## config.mk

```make
export PLATFORM = sky130hd
export DESIGN_NAME = spi_ctl_port
export DESIGN_NICKNAME = d
export VERILOG_FILES = /design/src/rtl/spi_ctl_pkg.sv /design/src/rtl/spi_ctl_fifo.sv /design/src/rtl/spi_ctl_dp.sv /design/src/rtl/spi_ctl_ctl.sv /design/src/rtl/spi_ctl_port.sv
export SDC_FILE = /design/constraint.sdc
export NUM_CORES = 1
export LEC_CHECK = 0
export ABC_AREA = 1
export BUFFER_PORTS_ARGS = -buffer_cell sky130_fd_sc_hd__buf_2
export CORE_MARGIN = 5
export CORE_UTILIZATION = 40
export DETAILED_ROUTE_END_ITERATION = 8
export PLACE_DENSITY = 0.61
export SYNTH_ARGS = -nofsm -noshare
export SYNTH_HDL_FRONTEND = slang
export SYNTH_HIERARCHICAL = 1
export SYNTH_SLANG_ARGS = --single-unit
```

## constraint.sdc

```tcl
create_clock -name clk -period 5.22 [get_ports clk]
set_input_delay 0.783 -clock clk [delete_from_list [all_inputs] [get_ports clk]]
set_output_delay 0.783 -clock clk [all_outputs]
set_load 0.02 [all_outputs]
```

## src/rtl/spi_ctl_pkg.sv

```systemverilog
package spi_ctl_pkg;
  typedef struct packed {
    logic loadTx;
    logic shiftTx;
    logic sampleRx;
    logic clearBits;
  } dpStrobe_t;

  localparam logic [1:0] ADDR_DATA = 2'd0;
  localparam logic [1:0] ADDR_CTRL = 2'd1;
  localparam logic [1:0] ADDR_DIV  = 2'd2;
endpackage

```

## src/rtl/spi_ctl_fifo.sv

```systemverilog
module spi_ctl_fifo #(
  parameter int WIDTH = 8,
  parameter int DEPTH = 4
) (
  input  logic             clk,
  input  logic             rstN,
  input  logic             push,
  input  logic [WIDTH-1:0] din,
  input  logic             pop,
  output logic [WIDTH-1:0] dout,
  output logic             empty,
  output logic             full
);
  localparam int PTR_W = (DEPTH > 1) ? $clog2(DEPTH) : 1;
  localparam int CNT_W = $clog2(DEPTH + 1);

  logic [WIDTH-1:0] mem [DEPTH];
  logic [PTR_W-1:0] wrPtr, rdPtr;
  logic [CNT_W-1:0] count;
  logic doPush, doPop;

  assign empty  = (count == '0);
  assign full   = (count == CNT_W'(DEPTH));
  assign doPush = push && !full;
  assign doPop  = pop && !empty;
  assign dout   = mem[rdPtr];

  function automatic logic [PTR_W-1:0] nextPtr(input logic [PTR_W-1:0] p);
    return (p == PTR_W'(DEPTH - 1)) ? '0 : p + 1'b1;
  endfunction

  always_ff @(posedge clk or negedge rstN) begin
    if (!rstN) begin
      wrPtr <= '0;
      rdPtr <= '0;
      count <= '0;
    end else begin
      if (doPush) wrPtr <= nextPtr(wrPtr);
      if (doPop)  rdPtr <= nextPtr(rdPtr);
      if (doPush && !doPop)      count <= count + 1'b1;
      else if (doPop && !doPush) count <= count - 1'b1;
    end
  end

  always_ff @(posedge clk) begin
    if (doPush) mem[wrPtr] <= din;
  end
endmodule

```

## src/rtl/spi_ctl_dp.sv

```systemverilog
module spi_ctl_dp
  import spi_ctl_pkg::*;
#(
  parameter int FRAME_BITS = 8,
  parameter int DEPTH      = 4
) (
  input  logic                       clk,
  input  logic                       rstN,
  input  dpStrobe_t                  strobe,
  input  logic                       serIn,
  input  logic                       hostWr,
  input  logic [FRAME_BITS-1:0]      hostWrData,
  input  logic                       hostRd,
  output logic                       serOut,
  output logic [$clog2(FRAME_BITS)-1:0] bitCnt,
  output logic [FRAME_BITS-1:0]      rxHead,
  output logic                       txEmpty,
  output logic                       txFull,
  output logic                       rxEmpty,
  output logic                       rxFull
);
  localparam int CNT_W = $clog2(FRAME_BITS);

  logic [FRAME_BITS-1:0] txShift, txHead;
  logic [FRAME_BITS-2:0] rxShift;
  logic txLoaded, popTx, pushRx;

  assign popTx  = strobe.sampleRx && (bitCnt == '0) && txLoaded;
  assign pushRx = strobe.sampleRx && (bitCnt == CNT_W'(FRAME_BITS - 1));
  assign serOut = txShift[FRAME_BITS-1];

  spi_ctl_fifo #(.WIDTH(FRAME_BITS), .DEPTH(DEPTH)) u_txq (
    .clk(clk), .rstN(rstN), .push(hostWr), .din(hostWrData), .pop(popTx),
    .dout(txHead), .empty(txEmpty), .full(txFull)
  );

  spi_ctl_fifo #(.WIDTH(FRAME_BITS), .DEPTH(DEPTH)) u_rxq (
    .clk(clk), .rstN(rstN), .push(pushRx), .din({rxShift, serIn}), .pop(hostRd),
    .dout(rxHead), .empty(rxEmpty), .full(rxFull)
  );

  always_ff @(posedge clk or negedge rstN) begin
    if (!rstN) begin
      txShift  <= '0;
      txLoaded <= 1'b0;
      rxShift  <= '0;
      bitCnt   <= '0;
    end else begin
      if (strobe.clearBits)     bitCnt <= '0;
      else if (strobe.sampleRx) bitCnt <= bitCnt + 1'b1;
      if (strobe.sampleRx) rxShift <= {rxShift[FRAME_BITS-3:0], serIn};
      if (strobe.loadTx) begin
        txShift  <= txEmpty ? '0 : txHead;
        txLoaded <= !txEmpty;
      end else begin
        if (strobe.shiftTx) txShift <= {txShift[FRAME_BITS-2:0], 1'b0};
        if (popTx)          txLoaded <= 1'b0;
      end
    end
  end
endmodule

```

## src/rtl/spi_ctl_ctl.sv

```systemverilog
module spi_ctl_ctl
  import spi_ctl_pkg::*;
#(
  parameter int FRAME_BITS = 8,
  parameter int DIV_W      = 8,
  parameter int DIV_RESET  = 4
) (
  input  logic                          clk,
  input  logic                          rstN,
  input  logic                          sclkIn,
  input  logic                          csN,
  input  logic                          mosiIn,
  input  logic                          misoIn,
  input  logic                          wrEn,
  input  logic [1:0]                    wrAddr,
  input  logic [DIV_W-1:0]              wrData,
  input  logic [$clog2(FRAME_BITS)-1:0] bitCnt,
  input  logic                          txEmpty,
  output dpStrobe_t                     strobe,
  output logic                          serIn,
  output logic                          masterEn,
  output logic                          fault,
  output logic [DIV_W-1:0]              divN,
  output logic                          sclkOut,
  output logic                          selOut,
  output logic                          csLow
);
  typedef enum logic [1:0] {IDLE, LOWPH, HIGHPH} mState_t;

  logic [1:0] sclkS, csS, mosiS;
  logic sclkPrev, csPrev;
  logic sclkRise, sclkFall, csFall, csRise, faultNow, ctrlWr;
  logic phaseEnd, startXfer;
  logic [DIV_W-1:0] halfN, divCnt;
  mState_t state;

  assign csLow    = !csS[1];
  assign sclkRise = sclkS[1] && !sclkPrev;
  assign sclkFall = !sclkS[1] && sclkPrev;
  assign csFall   = csPrev && !csS[1];
  assign csRise   = !csPrev && csS[1];
  assign faultNow = masterEn && csLow;
  assign ctrlWr   = wrEn && (wrAddr == ADDR_CTRL);
  assign halfN    = (divN == '0) ? DIV_W'(1) : divN;
  assign phaseEnd = (divCnt == halfN - 1'b1);
  assign serIn    = masterEn ? misoIn : mosiS[1];
  assign startXfer = masterEn && !faultNow && (state == IDLE) && !txEmpty;

  always_comb begin
    strobe = '0;
    if (masterEn) begin
      if (!faultNow) begin
        strobe.loadTx    = startXfer;
        strobe.clearBits = startXfer;
        strobe.sampleRx  = (state == LOWPH) && phaseEnd;
        strobe.shiftTx   = (state == HIGHPH) && phaseEnd && (bitCnt != '0);
      end
    end else begin
      strobe.clearBits = csFall || csRise;
      strobe.sampleRx  = sclkRise && csLow;
      strobe.shiftTx   = sclkFall && csLow && (bitCnt != '0);
      strobe.loadTx    = csFall || (sclkFall && csLow && (bitCnt == '0));
    end
  end

  always_ff @(posedge clk or negedge rstN) begin
    if (!rstN) begin
      sclkS <= '0; csS <= 2'b11; mosiS <= '0;
      sclkPrev <= 1'b0; csPrev <= 1'b1;
    end else begin
      sclkS <= {sclkS[0], sclkIn};
      csS   <= {csS[0], csN};
      mosiS <= {mosiS[0], mosiIn};
      sclkPrev <= sclkS[1];
      csPrev   <= csS[1];
    end
  end

  always_ff @(posedge clk or negedge rstN) begin
    if (!rstN) begin
      masterEn <= 1'b0; fault <= 1'b0; divN <= DIV_W'(DIV_RESET);
      state <= IDLE; divCnt <= '0; sclkOut <= 1'b0; selOut <= 1'b0;
    end else if (faultNow) begin
      fault <= 1'b1; masterEn <= 1'b0;
      state <= IDLE; divCnt <= '0; sclkOut <= 1'b0; selOut <= 1'b0;
    end else begin
      if (ctrlWr) begin
        masterEn <= wrData[0];
        if (wrData[1]) fault <= 1'b0;
      end
      if (wrEn && (wrAddr == ADDR_DIV)) divN <= wrData;
      if (!masterEn) begin
        state <= IDLE; divCnt <= '0; sclkOut <= 1'b0; selOut <= 1'b0;
      end else begin
        case (state)
          IDLE: if (startXfer) begin
            selOut <= 1'b1; divCnt <= '0; state <= LOWPH;
          end
          LOWPH: if (phaseEnd) begin
            divCnt <= '0; sclkOut <= 1'b1; state <= HIGHPH;
          end else divCnt <= divCnt + 1'b1;
          HIGHPH: if (phaseEnd) begin
            divCnt <= '0; sclkOut <= 1'b0;
            if (bitCnt == '0) begin
              selOut <= 1'b0; state <= IDLE;
            end else state <= LOWPH;
          end else divCnt <= divCnt + 1'b1;
          default: state <= IDLE;
        endcase
      end
    end
  end
endmodule

```

## src/rtl/spi_ctl_port.sv

```systemverilog
module spi_ctl_port
  import spi_ctl_pkg::*;
#(
  parameter int FRAME_BITS = 8,
  parameter int DEPTH      = 4,
  parameter int DIV_RESET  = 4
) (
  input  logic                  clk,
  input  logic                  rstN,
  input  logic                  wrEn,
  input  logic [1:0]            wrAddr,
  input  logic [FRAME_BITS-1:0] wrData,
  input  logic                  rdEn,
  input  logic [1:0]            rdAddr,
  output logic [FRAME_BITS-1:0] rdData,
  input  logic                  sclkIn,
  output logic                  sclkOut,
  output logic                  sclkOe,
  input  logic                  csN,
  output logic                  selOutN,
  input  logic                  mosiIn,
  output logic                  mosiOut,
  output logic                  mosiOe,
  input  logic                  misoIn,
  output logic                  misoOut,
  output logic                  misoOe,
  output logic                  irqN,
  output logic                  busyN
);
  localparam int CNT_W = $clog2(FRAME_BITS);

  dpStrobe_t strobe;
  logic serIn, serOut, masterEn, fault, selOut, csLow;
  logic txEmpty, txFull, rxEmpty, rxFull;
  logic [CNT_W-1:0] bitCnt;
  logic [FRAME_BITS-1:0] rxHead, divN;

  spi_ctl_ctl #(.FRAME_BITS(FRAME_BITS), .DIV_W(FRAME_BITS), .DIV_RESET(DIV_RESET)) u_ctl (
    .clk(clk), .rstN(rstN), .sclkIn(sclkIn), .csN(csN), .mosiIn(mosiIn), .misoIn(misoIn),
    .wrEn(wrEn), .wrAddr(wrAddr), .wrData(wrData), .bitCnt(bitCnt), .txEmpty(txEmpty),
    .strobe(strobe), .serIn(serIn), .masterEn(masterEn), .fault(fault), .divN(divN),
    .sclkOut(sclkOut), .selOut(selOut), .csLow(csLow)
  );

  spi_ctl_dp #(.FRAME_BITS(FRAME_BITS), .DEPTH(DEPTH)) u_dp (
    .clk(clk), .rstN(rstN), .strobe(strobe), .serIn(serIn),
    .hostWr(wrEn && (wrAddr == ADDR_DATA)), .hostWrData(wrData),
    .hostRd(rdEn && (rdAddr == ADDR_DATA)),
    .serOut(serOut), .bitCnt(bitCnt), .rxHead(rxHead),
    .txEmpty(txEmpty), .txFull(txFull), .rxEmpty(rxEmpty), .rxFull(rxFull)
  );

  assign sclkOe  = masterEn;
  assign mosiOe  = masterEn;
  assign mosiOut = serOut;
  assign misoOut = serOut;
  assign misoOe  = !masterEn && csLow;
  assign selOutN = !selOut;
  assign irqN    = txEmpty;
  assign busyN   = !rxFull;

  always_comb begin
    case (rdAddr)
      ADDR_DATA: rdData = rxHead;
      ADDR_CTRL: rdData = {{(FRAME_BITS-5){1'b0}}, rxEmpty, rxFull, txEmpty, fault, masterEn};
      ADDR_DIV:  rdData = divN;
      default:   rdData = '0;
    endcase
  end
endmodule

```

# Word level (Yosys, flattened, before mapping)
# Memories as Yosys holds them, arrays and structs flattened.
# Index checks and enable logic that the tools add are counted.
# classes
eq_ne	21
n_reduce_logical	70
mux	52
addsub	11
bitwise_logic	1
# ops
operator	n
two-way mux 8 bit	8
logical AND 1 bit	31
inequality test 4 bit, second input constant	7
one-hot mux 8 bit (3 select lines)	1
two-way mux 1 bit	22
two-way mux 2 bit	9
two-way mux 3 bit	6
one-hot mux 8 bit (2 select lines)	1
logical NOT 1 bit	15
equality test 2 bit, second input constant	7
nonzero test 2 bit	7
adder 3 x 1 -> 3 bit, second input constant	3
equality test 3 bit, second input constant	3
logical NOT 3 bit	3
adder 2 x 1 -> 2 bit, second input constant	4
adder 8 x 1 -> 8 bit, second input constant	1
equality test 8 bit	1
logical NOT 8 bit	1
two-way mux 4 bit	2
subtractor 8 x 1 -> 8 bit, second input constant	1
equality test 2 x 1 -> 1 bit, second input constant	3
logical NOT 2 bit	3
one-hot mux 2 bit (3 select lines)	1
AND reduction 2 bit	3
other kinds (8)	12
# totals
elab_cells	179
in_bits	20
n_memories	2
ramBits	64
reg_bits	63
out_inout_bits	17
# mem_list
memory	depth	width	rd	rd_ports_with_merged_regs	wr	line_no	text
u_dp.u_rxq.mem	4	8	1	0	1	spi_ctl_fifo.sv:17	logic [WIDTH-1:0] mem [DEPTH];
u_dp.u_txq.mem	4	8	1	0	1	spi_ctl_fifo.sv:17	

# Longest topological paths before layout
# logic_depth
ltp_word	14
mapped_depth	32
depth_no_buf	31

# Cells and area by module
# Netlist, hierarchy kept.
# by_module_without_submodules
mod	cells_each	instances	seq_area_each_um2	area_each_um2
spi_ctl_ctl	223	1	755.7	1791.7
spi_ctl_fifo (u_dp.u_txq)	154	1	1136.1	1759.2
spi_ctl_fifo (u_dp.u_rxq)	154	1	1136.1	1754.2
spi_ctl_dp	111	1	475.5	903.4
spi_ctl_port	42	1	0.0	225.2

# Worst setup path before layout
# OpenSTA, ideal clock, no wires.
# synth_timing
kind	register to register
startpoint	register u_ctl.divN[2]
endpoint	register u_dp.u_rxq.count[2]
t_required_ns	5.103
arrival_time_ns	3.460
path_stages_with_launch	32
setup_ns	0.117
setup_slack_ns	1.643
n_path_buf	1
synth_period_minus_slack_ns	3.577
cell_sequence	dfstp_2 inv_2 nand2_1 nor2_2 nand2_2 nand2_2 inv_1 ha_1 inv_1 nand2_1 nand2_1 nand2_1 nand2_1 nor2_1 nand2_1 nor2_1 nand2_2 nor2_4 nand2_1 o41ai_1 buf_2 nand2_1 inv_1 nand2_2 inv_1 ha_1 inv_1 fa_1 nand2_1 nand3_1 nand2_1 nand2_1
# synth_lines
item	line_no	text
start, declared	spi_ctl_ctl.sv:23	output logic [DIV_W-1:0] divN,
start signal, assigned	spi_ctl_ctl.sv:91	if (wrEn && (wrAddr == ADDR_DIV)) divN <= wrData;
end signal, assigned	spi_ctl_fifo.sv:40	if (doPush && !doPop) count <= count + 1'b1;
end signal, assigned	spi_ctl_fifo.sv:41	else if (doPop && !doPush) count <= count - 1'b1;
end, declared	spi_ctl_fifo.sv:19	logic [CNT_W-1:0] count;

==> out/qor.yml <==
status: "finished clean"
rr_endpoint: "u_dp/u_txq/count[1]"
startpoint_type: "register"
r2r_start: "u_ctl/divN[3]"
gp_congestion: 0.8999
ioPinCount: 37
setup_viol: 0
clk_pin_slew_worst_paths_ns: 0.06
crit_required_ns: 5.51
fp.dieH_um: 136.8
insertion_delay_ns: 0.42
grt_antenna_before_repair: 0
critical_path.max_fanout: 13
routed_wl_um: 13940
slew_headroom_pct: 27.19
core_area_um2: 15830
cts_tree: "yes"
max_slew.worst_pin.slew_ns: 1.080
drc: 0
dpl_cell_area_um2: 6725
cts_setup_buffers: 0
dp.final_hpwl_um: 10090
pwr-share-comb_pct: 21.4
avgSynthCellArea_um2: 9.414
grt_pass1_wl_um: 23350
r2r_cells: 24
critPathArrivalTime_ns: 4.43
max_freq_ghz: 0.2419
max-clock-path-buffers: 2
ant_nets: 0
start_util_pct: 40.62
endpoint_kind: "register"
hold_viol: 0
io_buffers: 36
power.density_nw_per_um2: 442.3
clk_root_buffer_cell: "clkbuf_16"
path_common_cell: "nand2_1"
drt-pass1-iter-count: 5
tns_ns: 0
cp_cell_sequence: "inv_2 > nand2_1 > nor2_2 > nand2_2 > nand2_2 > inv_1 > ha_1 > xor2_1 > nand2_1 > nor2_1 > nand2_1 > nor2_1 > nand2_2 > nor2_4 > nand2_1 > o41ai_2 > nand3_1 > nor2_1 > nand2_1 > ha_1 > inv_1 > fa_1 > nand2_1 > o21ai_0"
drtIter0Drc: 365
p_int_uw: 2180
dieArea_um2: 18710
finalCriticalPeriod_ns: 4.134
crit_slowest_cell: "dfrtp_1"
die_x_um: 136.8
peakVddDrop_mv: 0.2227
numCtsBuffers: 17
cts_max_level: 4
seqPwrFrac_pct: 43.0
syn_to_final_growth_pct: 13.74
synthCells: 683
critical_path_class: "register to register"
drive_above_1_share_pct: 14.29
fillers: 1495
clock_power_share_pct: 35.7
layout.nets: 766
grt_setup_unrepaired: "no"
holdPathEnd: "u_ctl/sclkS[1]"
vias: 4694
grt_overflow: 0
p_leak_uw: 0.003360
cts_hold_repair.buffers: 0
finalPower_uw: 3235
maxCapViolCount: 0
grt_usage_pct: 16.26
cts.sinks: 127
diodes: 0
via_per_inst: 4.936
grt_max_degree: 64
sw_frac_of_total_pct: 32.61
slew_violations: 0
hold_path.class: "register to register"
yosysWarnings: 6
core.rowCount: 46
r2r_slack_ns: 1.09
stdcell_area_um2: 7313
grt_pass1_vias: 4773
syn_area_um2: 6430
cpPeakStageDelay_ns: 0.47
min_from: "u_ctl/sclkS[0]"
period_share_pct: 79.19
wl_per_cell_um: 14.66
min_path_cells: 0
syn-num-nets: 727
power.switching_uw: 1055
fin_worst_skew_ns: 0.008422
cts_resized: 0
per-stage QoR:
step	worst slack, ns	cells	utilization [%]	hold slack (ns)
after CTS	1.131	951	46.21	0.3498
after floorplan	1.643	683	-	0.3312
final	1.086	951	46.21	0.3483
after global routing	0.7811	951	46.21	0.3642
after global placement	1.335	919	42.49	0.3317
after detailed placement	1.149	919	42.49	0.3364
layout make-up:
| type | count | area [um^2] | share of cell area, % |
|---|---|---|---|
| sequential | 127 | 3503 | 47.90 |
| multi-input combinational | 423 | 2313 | 31.63 |
| clock buffer | 23 | 510.5 | 6.980 |
| inverter | 116 | 450.4 | 6.159 |
| tap | 216 | 270.3 | 3.695 |
| timing repair buffer | 37 | 187.7 | 2.566 |
| clock inverter | 9 | 77.57 | 1.061 |
registers in the layout, indices dropped and copies added (netlist names), 3 cells and up:
register / flops
u_dp/u_rxq/count: 3
u_dp/u_txq/mem: 32
u_dp/u_rxq/mem: 32
u_dp/bitCnt: 3
u_dp/rxShift: 7
u_dp/txShift: 8
u_dp/u_txq/count: 3
u_ctl/divCnt: 8
u_ctl/divN: 8
power by group through the flow:
stage               Sequential (uW)  Combinational (uW)  Clock [uW]
detailed placement             1410                 696           0
CTS                            1390                 700        1180
global route                   1420                 799        1230
global placement               1400                 669           0
finish                         1390                 692        1150
floorplan                      1290                 654           0
critical path: cells and delay by family, from the launching register on:
kind | cells | cell delay [ns]
flip-flops | 1 | 0.47
XOR/XNOR | 1 | 0.16
AO/OA/AOI/OAI | 2 | 0.26
adder cells (fa/ha/maj) | 3 | 0.94
AND/OR/NAND/NOR | 15 | 1.94
buffers and inverters | 3 | 0.23
placed cells by master (no fill, tap or decap), drive strengths merged, types with 4 or more instances in the layout:
master    n
a21oi     9
buf      37
clkbuf   23
clkinv    7
dfrtp    59
dfstp     4
edfxtp   64
ha       22
inv     116
nand2   190
nand3    65
nand4     8
nor2     40
nor3      6
o211ai   32
o21ai    21
o31ai     5
xnor2     5
xor2     10
worst max-delay path by stage:
stage                       start  depth (start not counted)                   to
CTS                 u_ctl/divN[3]                         24  u_dp/u_txq/count[1]
floorplan           u_ctl/divN[2]                         31  u_dp/u_rxq/count[2]
global placement    u_ctl/divN[2]                         27  u_dp/u_txq/count[1]
finish              u_ctl/divN[3]                         24  u_dp/u_txq/count[1]
detailed placement  u_ctl/divN[3]                         24  u_dp/u_txq/count[1]
global route        u_ctl/divN[2]                         27  u_dp/u_txq/count[1]
metal layers:
metal  track usage, %  vias up  wire, um
met2            26.29      107      6734
met1            21.31     2255      6368
met4            6.208        0       242
met3            3.787       18       592
li1                 -     2314         -
met5                0        -         0
(Power assumes the default switching activity.)
